## config.mk

```make
export PLATFORM = sky130hd
export DESIGN_NAME = hs_store_unit
export DESIGN_NICKNAME = d
export VERILOG_FILES = /design/src/rtl/hs_pkg.sv /design/src/rtl/hs_decode.sv /design/src/rtl/hs_prefix_acc.sv /design/src/rtl/hs_lane_sel.sv /design/src/rtl/hs_store_unit.sv
export SDC_FILE = /design/constraint.sdc
export NUM_CORES = 1
export LEC_CHECK = 0
export BUFFER_PORTS_ARGS = -buffer_cell sky130_fd_sc_hd__buf_4
export CAP_MARGIN = 20
export CORE_MARGIN = 4
export CORE_UTILIZATION = 50
export DETAILED_ROUTE_END_ITERATION = 6
export PLACE_DENSITY = 0.73
export SYNTH_ARGS = -nofsm -noshare
export SYNTH_HDL_FRONTEND = slang
export SYNTH_SLANG_ARGS = --single-unit
```

## constraint.sdc

```tcl
create_clock -name clk -period 2.8 [get_ports clk]
set_clock_uncertainty 0.15 [all_clocks]
set_input_delay 0.56 -clock clk [delete_from_list [all_inputs] [get_ports clk]]
set_output_delay 0.56 -clock clk [all_outputs]
set_load 0.01 [all_outputs]
```

## src/rtl/hs_pkg.sv

```systemverilog
package hs_pkg;

    localparam int INSTR_W   = 16;
    localparam int REG_AW    = 4;
    localparam int IMM_W     = 13;
    localparam int HALF_W    = 16;

    localparam logic [7:0] STORE_OPC  = 8'h38;
    localparam logic [2:0] PREFIX_TAG = 3'b110;

    typedef struct packed {
        logic              is_store;
        logic              is_prefix;
        logic [REG_AW-1:0] base_idx;
        logic [REG_AW-1:0] src_idx;
        logic [IMM_W-1:0]  imm;
    } hs_dec_t;

endpackage

```

## src/rtl/hs_decode.sv

```systemverilog
module hs_decode
    import hs_pkg::*;
(
    input  logic [INSTR_W-1:0] word_i,
    output hs_dec_t            dec_o
);

    always_comb begin
        dec_o           = '0;
        dec_o.is_store  = (word_i[15:8] == STORE_OPC);
        dec_o.is_prefix = (word_i[15:13] == PREFIX_TAG);
        dec_o.base_idx  = word_i[7:4];
        dec_o.src_idx   = word_i[3:0];
        dec_o.imm       = word_i[IMM_W-1:0];
    end

endmodule

```

## src/rtl/hs_prefix_acc.sv

```systemverilog
module hs_prefix_acc
    import hs_pkg::*;
#(
    parameter int NPFX = 2
) (
    input  logic                    clk,
    input  logic                    rst_n,
    input  logic                    take_i,
    input  logic                    is_prefix_i,
    input  logic [IMM_W-1:0]        imm_i,
    output logic [IMM_W*NPFX-1:0]   disp_o,
    output logic                    active_o
);

    localparam int DISP_W = IMM_W * NPFX;
    localparam int CNT_W  = $clog2(NPFX + 1);
    localparam logic [CNT_W-1:0] CNT_MAX = CNT_W'(NPFX);

    typedef struct packed {
        logic [DISP_W-1:0] acc;
        logic [CNT_W-1:0]  cnt;
    } acc_t;

    acc_t acc_d, acc_q;
    logic [DISP_W-1:0] shifted;

    generate
        if (NPFX == 1) begin : g_single
            assign shifted = imm_i;
        end else begin : g_multi
            assign shifted = {acc_q.acc[DISP_W-IMM_W-1:0], imm_i};
        end
    endgenerate

    always_comb begin
        acc_d = acc_q;
        if (take_i) begin
            if (is_prefix_i) begin
                acc_d.acc = shifted;
                acc_d.cnt = (acc_q.cnt == CNT_MAX) ? CNT_MAX : acc_q.cnt + 1'b1;
            end else begin
                acc_d = '0;
            end
        end
    end

    always_ff @(posedge clk) begin
        if (!rst_n) acc_q <= '0;
        else        acc_q <= acc_d;
    end

    assign disp_o   = acc_q.acc;
    assign active_o = (acc_q.cnt != '0);

endmodule

```

## src/rtl/hs_lane_sel.sv

```systemverilog
module hs_lane_sel #(
    parameter int XLEN = 32
) (
    input  logic [XLEN-1:0]   ea_i,
    output logic [XLEN/8-1:0] be_o,
    output logic              odd_o
);

    localparam int BE_W    = XLEN / 8;
    localparam int NHALF   = BE_W / 2;
    localparam int LANE_AW = $clog2(BE_W);

    logic [LANE_AW-1:0] byte_off;
    assign byte_off = ea_i[LANE_AW-1:0];
    assign odd_o    = ea_i[0];

    generate
        for (genvar h = 0; h < NHALF; h++) begin : g_half
            assign be_o[2*h+1:2*h] = (byte_off[LANE_AW-1:1] == (LANE_AW-1)'(h)) ? 2'b11 : 2'b00;
        end
    endgenerate

endmodule

```

## src/rtl/hs_store_unit.sv

```systemverilog
module hs_store_unit
    import hs_pkg::*;
#(
    parameter int XLEN = 32,
    parameter int NPFX = 2
) (
    input  logic                 clk,
    input  logic                 rst_n,
    input  logic                 instr_valid,
    input  logic [INSTR_W-1:0]   instr,
    output logic                 instr_ready,
    output logic [REG_AW-1:0]    rf_raddr_base,
    output logic [REG_AW-1:0]    rf_raddr_src,
    input  logic [XLEN-1:0]      rf_rdata_base,
    input  logic [XLEN-1:0]      rf_rdata_src,
    output logic                 mem_we,
    output logic [XLEN-1:0]      mem_addr,
    output logic [HALF_W-1:0]    mem_wdata,
    output logic [XLEN/8-1:0]    mem_be,
    output logic                 misalign_exc
);

    localparam int DISP_W = IMM_W * NPFX;
    localparam int BE_W   = XLEN / 8;

    typedef struct packed {
        logic              busy;
        logic [XLEN-1:0]   base;
        logic [DISP_W-1:0] disp;
        logic [HALF_W-1:0] data;
    } pipe_t;

    typedef struct packed {
        logic              we;
        logic              exc;
        logic [XLEN-1:0]   addr;
        logic [HALF_W-1:0] wdata;
        logic [BE_W-1:0]   be;
    } out_t;

    pipe_t   pipe_d, pipe_q;
    out_t    out_d, out_q;
    hs_dec_t dec;
    logic    take;
    logic [DISP_W-1:0] disp;
    logic    pfx_active;

    logic              emit;
    logic [XLEN-1:0]   ea;
    logic [HALF_W-1:0] wd;
    logic [BE_W-1:0]   lane_be;
    logic              lane_odd;

    hs_decode u_dec (
        .word_i (instr),
        .dec_o  (dec)
    );

    assign instr_ready   = !pipe_q.busy;
    assign take          = instr_valid && instr_ready;
    assign rf_raddr_base = dec.base_idx;
    assign rf_raddr_src  = dec.src_idx;

    hs_prefix_acc #(.NPFX(NPFX)) u_pfx (
        .clk         (clk),
        .rst_n       (rst_n),
        .take_i      (take),
        .is_prefix_i (dec.is_prefix),
        .imm_i       (dec.imm),
        .disp_o      (disp),
        .active_o    (pfx_active)
    );

    // Path select: the finishing extended store wins, else a plain store
    always_comb begin
        emit = 1'b0;
        ea   = '0;
        wd   = '0;
        if (pipe_q.busy) begin
            emit = 1'b1;
            ea   = pipe_q.base + XLEN'(pipe_q.disp);
            wd   = pipe_q.data;
        end else if (take && dec.is_store && !pfx_active) begin
            emit = 1'b1;
            ea   = rf_rdata_base;
            wd   = rf_rdata_src[HALF_W-1:0];
        end
    end

    hs_lane_sel #(.XLEN(XLEN)) u_lane (
        .ea_i  (ea),
        .be_o  (lane_be),
        .odd_o (lane_odd)
    );

    always_comb begin
        pipe_d      = pipe_q;
        pipe_d.busy = 1'b0;
        out_d       = out_q;
        out_d.we    = 1'b0;
        out_d.exc   = 1'b0;

        if (!pipe_q.busy && take && dec.is_store && pfx_active) begin
            pipe_d.busy = 1'b1;
            pipe_d.base = rf_rdata_base;
            pipe_d.disp = disp;
            pipe_d.data = rf_rdata_src[HALF_W-1:0];
        end

        if (emit) begin
            out_d.addr  = ea;
            out_d.wdata = wd;
            out_d.be    = lane_be;
            out_d.we    = !lane_odd;
            out_d.exc   = lane_odd;
        end
    end

    always_ff @(posedge clk) begin
        if (!rst_n) begin
            pipe_q <= '0;
            out_q  <= '0;
        end else begin
            pipe_q <= pipe_d;
            out_q  <= out_d;
        end
    end

    assign mem_we       = out_q.we;
    assign misalign_exc = out_q.exc;
    assign mem_addr     = out_q.addr;
    assign mem_wdata    = out_q.wdata;
    assign mem_be       = out_q.be;

endmodule

```

==> flow_summary.json <==
{
  "synth_nets": 1112,
  "rows": 44,
  "synth_largest_area_cell": "dfxtp_1",
  "ys_warn_count": 0,
  "synth_cell_types": 68,
  "cts_tree": "built",
  "grt_antenna_before_repair": 0,
  "areaGrowthSynthToFinish_pct": 23.70,
  "hold_viol": 0,
  "drt-initial-drc-count": 565,
  "setup_ws_ps": 82.20,
  "dp_hpwl_um": 15170,
  "synthDominantCellAreaShare": 0.4053,
  "synth_edf_count": 0,
  "numCtsBuffers": 17,
  "route.detailed.drc": 0,
  "rsz0062_at_grt": "false",
  "cp.arrival_ps": 2890,
  "insertion_delay_ps": 430,
  "critPathRequiredTime_ps": 2970,
  "clockBufferDepth": 2,
  "tightest_slew_ps": 795.8,
  "path_class": "register to register",
  "syn_area_um2": 7606,
  "viasPerCell": 5.672,
  "ys_top_cells_by_area": "dfxtp_1 41%, nand2_1 13%, a21oi_1 10%, ha_1 4.4%, nor2_1 3.7%",
  "placed_cells": 1266,
  "ys_async_sr_fraction": 0,
  "n_antenna_cell": 0,
  "die_h_um": 131.3,
  "power_density_nw_per_um2": 504.1,
  "core_area_um2": 14700,
  "synth_flop_cell": "dfxtp_1",
  "finalSetupViolCount": 0,
  "grt_max_degree": 75,
  "drtAntennaViolNets": 0,
  "max_cap_viol_count": 0,
  "grt.total_usage": 0.2462,
  "finalCritPeriodShare": 0.9706,
  "drt_wl_total_um": 21650,
  "finalPower_mw": 4.743,
  "grt_pass1_vias": 6776,
  "cts_max_level": 4,
  "die_w_um": 131.3,
  "drv_slew": 0,
  "finalInstanceArea_um2": 9409,
  "pre_cts_ws_ps": 9.891,
  "clk_pin_slew_ps": 70,
  "grt_overflow": 0,
  "finalNetCount": 1212,
  "placed_area_um2": 8733,
  "routed-via-count": 7362,
  "hold_path.class": "input port to register",
  "outcome": "complete, no violations",
  "end_kind": "register",
  "avgRoutedWirePerCell_um": 16.68,
  "place_congestion": 0.9199,
  "peakVddDrop_mv": 0.4166,
  "setup-tns-final_ps": 0,
  "start_util": 0.5174,
  "io_buffers": 129,
  "cp_max_fo": 4,
  "power_leakage_nw": 3.751,
  "clockRootBuffer": "clkbuf_16",
  "syn-instance-count": 1001,
  "cts_hold_buffers": 0,
  "dieArea_um2": 17250,
  "io_pins": 146,
  "ys_ff_latch": 154,
  "max_freq_ghz": 0.3679,
  "grt_pass1_wl_um": 34950,
  "avgSynthCellArea_um2": 7.598,
  "relSlewSlack": 0.4695,
  "fin_crit_ps": 2718,
  "synth-seq-area-share": 0.4053,
  "drtPass1Iterations": 5,
  "nFillCells": 1331,
  "clkSinkCount": 154,
  "fin_cells": 1298,
  "crit_path_start_kind": "register",
  "drive_above_1_share": 0.1975
}
==> logic make-up after synthesis <==
| family | synth area share |
|---|---|
| and+or+nand+nor | 0.2308 |
| AOI/OAI and AO/OA | 0.2336 |
| DFF | 0.4053 |
| buffers and inverters | 0.05182 |
| adders and majority gates | 0.04705 |
| xor gates and xnor gates | 0.01958 |
| muxes | 0.01184 |
==> metrics by stage <==
stage	util	hold slack, ps
CTS	0.6359	214.9
global placement	0.5941	289.5
detailed placement	0.5941	295.6
global route	0.6401	221.2
finish	0.6401	218.2
floorplan	-	282.2
==> registers in the layout, indices dropped and copies added (netlist names) <==
name and flops:
pipe_q 75, mem_wdata 16, misalign_exc 1, u_pfx.acc_q 2, mem_addr 32, u_pfx.disp_o 26, mem_be 1, mem_we 1
==> path summary, 6_finish.rpt <==
kind | to | slack (ps) | cells after the start | from
hold / removal | u_pfx.disp_o[6] | 220 | 3 | instr[6]
setup / recovery | mem_addr[27] | 80 | 8 | pipe_q[17]
hold reg to reg | pipe_q[7] | 300 | 2 | pipe_q[7]
setup reg to reg | mem_addr[27] | 80 | 8 | pipe_q[17]
==> critical path, stage by stage, from the launching register on <==
cell and delay [ps]:
dfxtp_1 330, ha_1 300, a21oi_1 230, nor2_1 110
o21ai_1 260, a41oi_2 260, or4b_4 560, and2_4 180
a211o_1 240
==> cell usage after synthesis (3+ instances only) <==
cell	n
nand2_1	268
dfxtp_1	154
a21oi_1	152
nor2_1	75
clkbuf_1	48
a22oi_1	28
ha_1	27
o21ai_0	27
xnor2_1	14
inv_1	13
nor3_1	13
buf_2	12
buf_4	12
nand3_1	11
a21o_1	9
and3_1	9
mux2i_1	9
a211oi_1	8
nor2b_1	7
a311oi_1	6
nand4_1	6
o21a_1	6
a2111oi_0	5
and2_1	5
o211ai_1	5
a31oi_1	4
or2_2	4
a41oi_1	3
nand2b_1	3
o2111ai_1	3
xor2_1	3
==> cell usage in the layout (no fill, tap or decap), types with 4 or more instances in the layout <==
cell / count
inv_6: 6
and2_1: 5
nor3_1: 12
nor2b_1: 6
or2_2: 4
and3_1: 9
xnor2_1: 13
a211oi_1: 7
mux2i_1: 9
a2111oi_0: 5
dfxtp_1: 151
inv_1: 13
o21ai_0: 25
nand4_1: 6
nand3_1: 11
buf_12: 4
a21o_1: 9
inv_8: 4
o21a_1: 6
ha_1: 26
a311oi_1: 6
o211ai_1: 5
clkbuf_16: 17
a31oi_1: 4
nand2_1: 267
nor2_1: 75
buf_4: 151
a21oi_1: 152
a22oi_1: 28
==> report_power, final <==
group	leakage (nW)	total (mW)	switching, mW	internal [mW]
sequential	1.24	2.20	0.00355	2.19
combinational	2.21	0.174	0.0915	0.0822
clock	0.297	2.37	1.02	1.35
==> layout make-up <==
class	count	area (µm²)	share of cell area
Clock buffer	17	425.4	0.04521
Clock inverter	15	178.9	0.01902
Inverter	15	58.81	0.006250
Multi-Input combinational cell	758	4215	0.4480
Sequential cell	154	3087	0.3281
Tap cell	184	230.2	0.02447
Timing Repair Buffer	155	1214	0.1290
==> metal layers <==
metal | part of all wire | track usage | vias up | wire, µm
met4 | 0.021 | 0.07526 | 0 | 447
met2 | 0.48 | 0.4127 | 227 | 10390
met5 | 0 | 0 | - | 0
met1 | 0.45 | 0.3224 | 3451 | 9672
met3 | 0.053 | 0.04969 | 31 | 1137
li1 | - | - | 3653 | -
==> repair_timing <==
| action | 4_1_cts | 5_1_grt |
|---|---|---|
| gates cloned | 0 | 0 |
| setup endpoints to repair | 2 | 6 |
| setup buffers | 0 | 0 |
| gates resized for setup | 2 | 13 |
| pin swaps | 0 | 7 |
No activity file was read; power rests on OpenSTA's default activity.
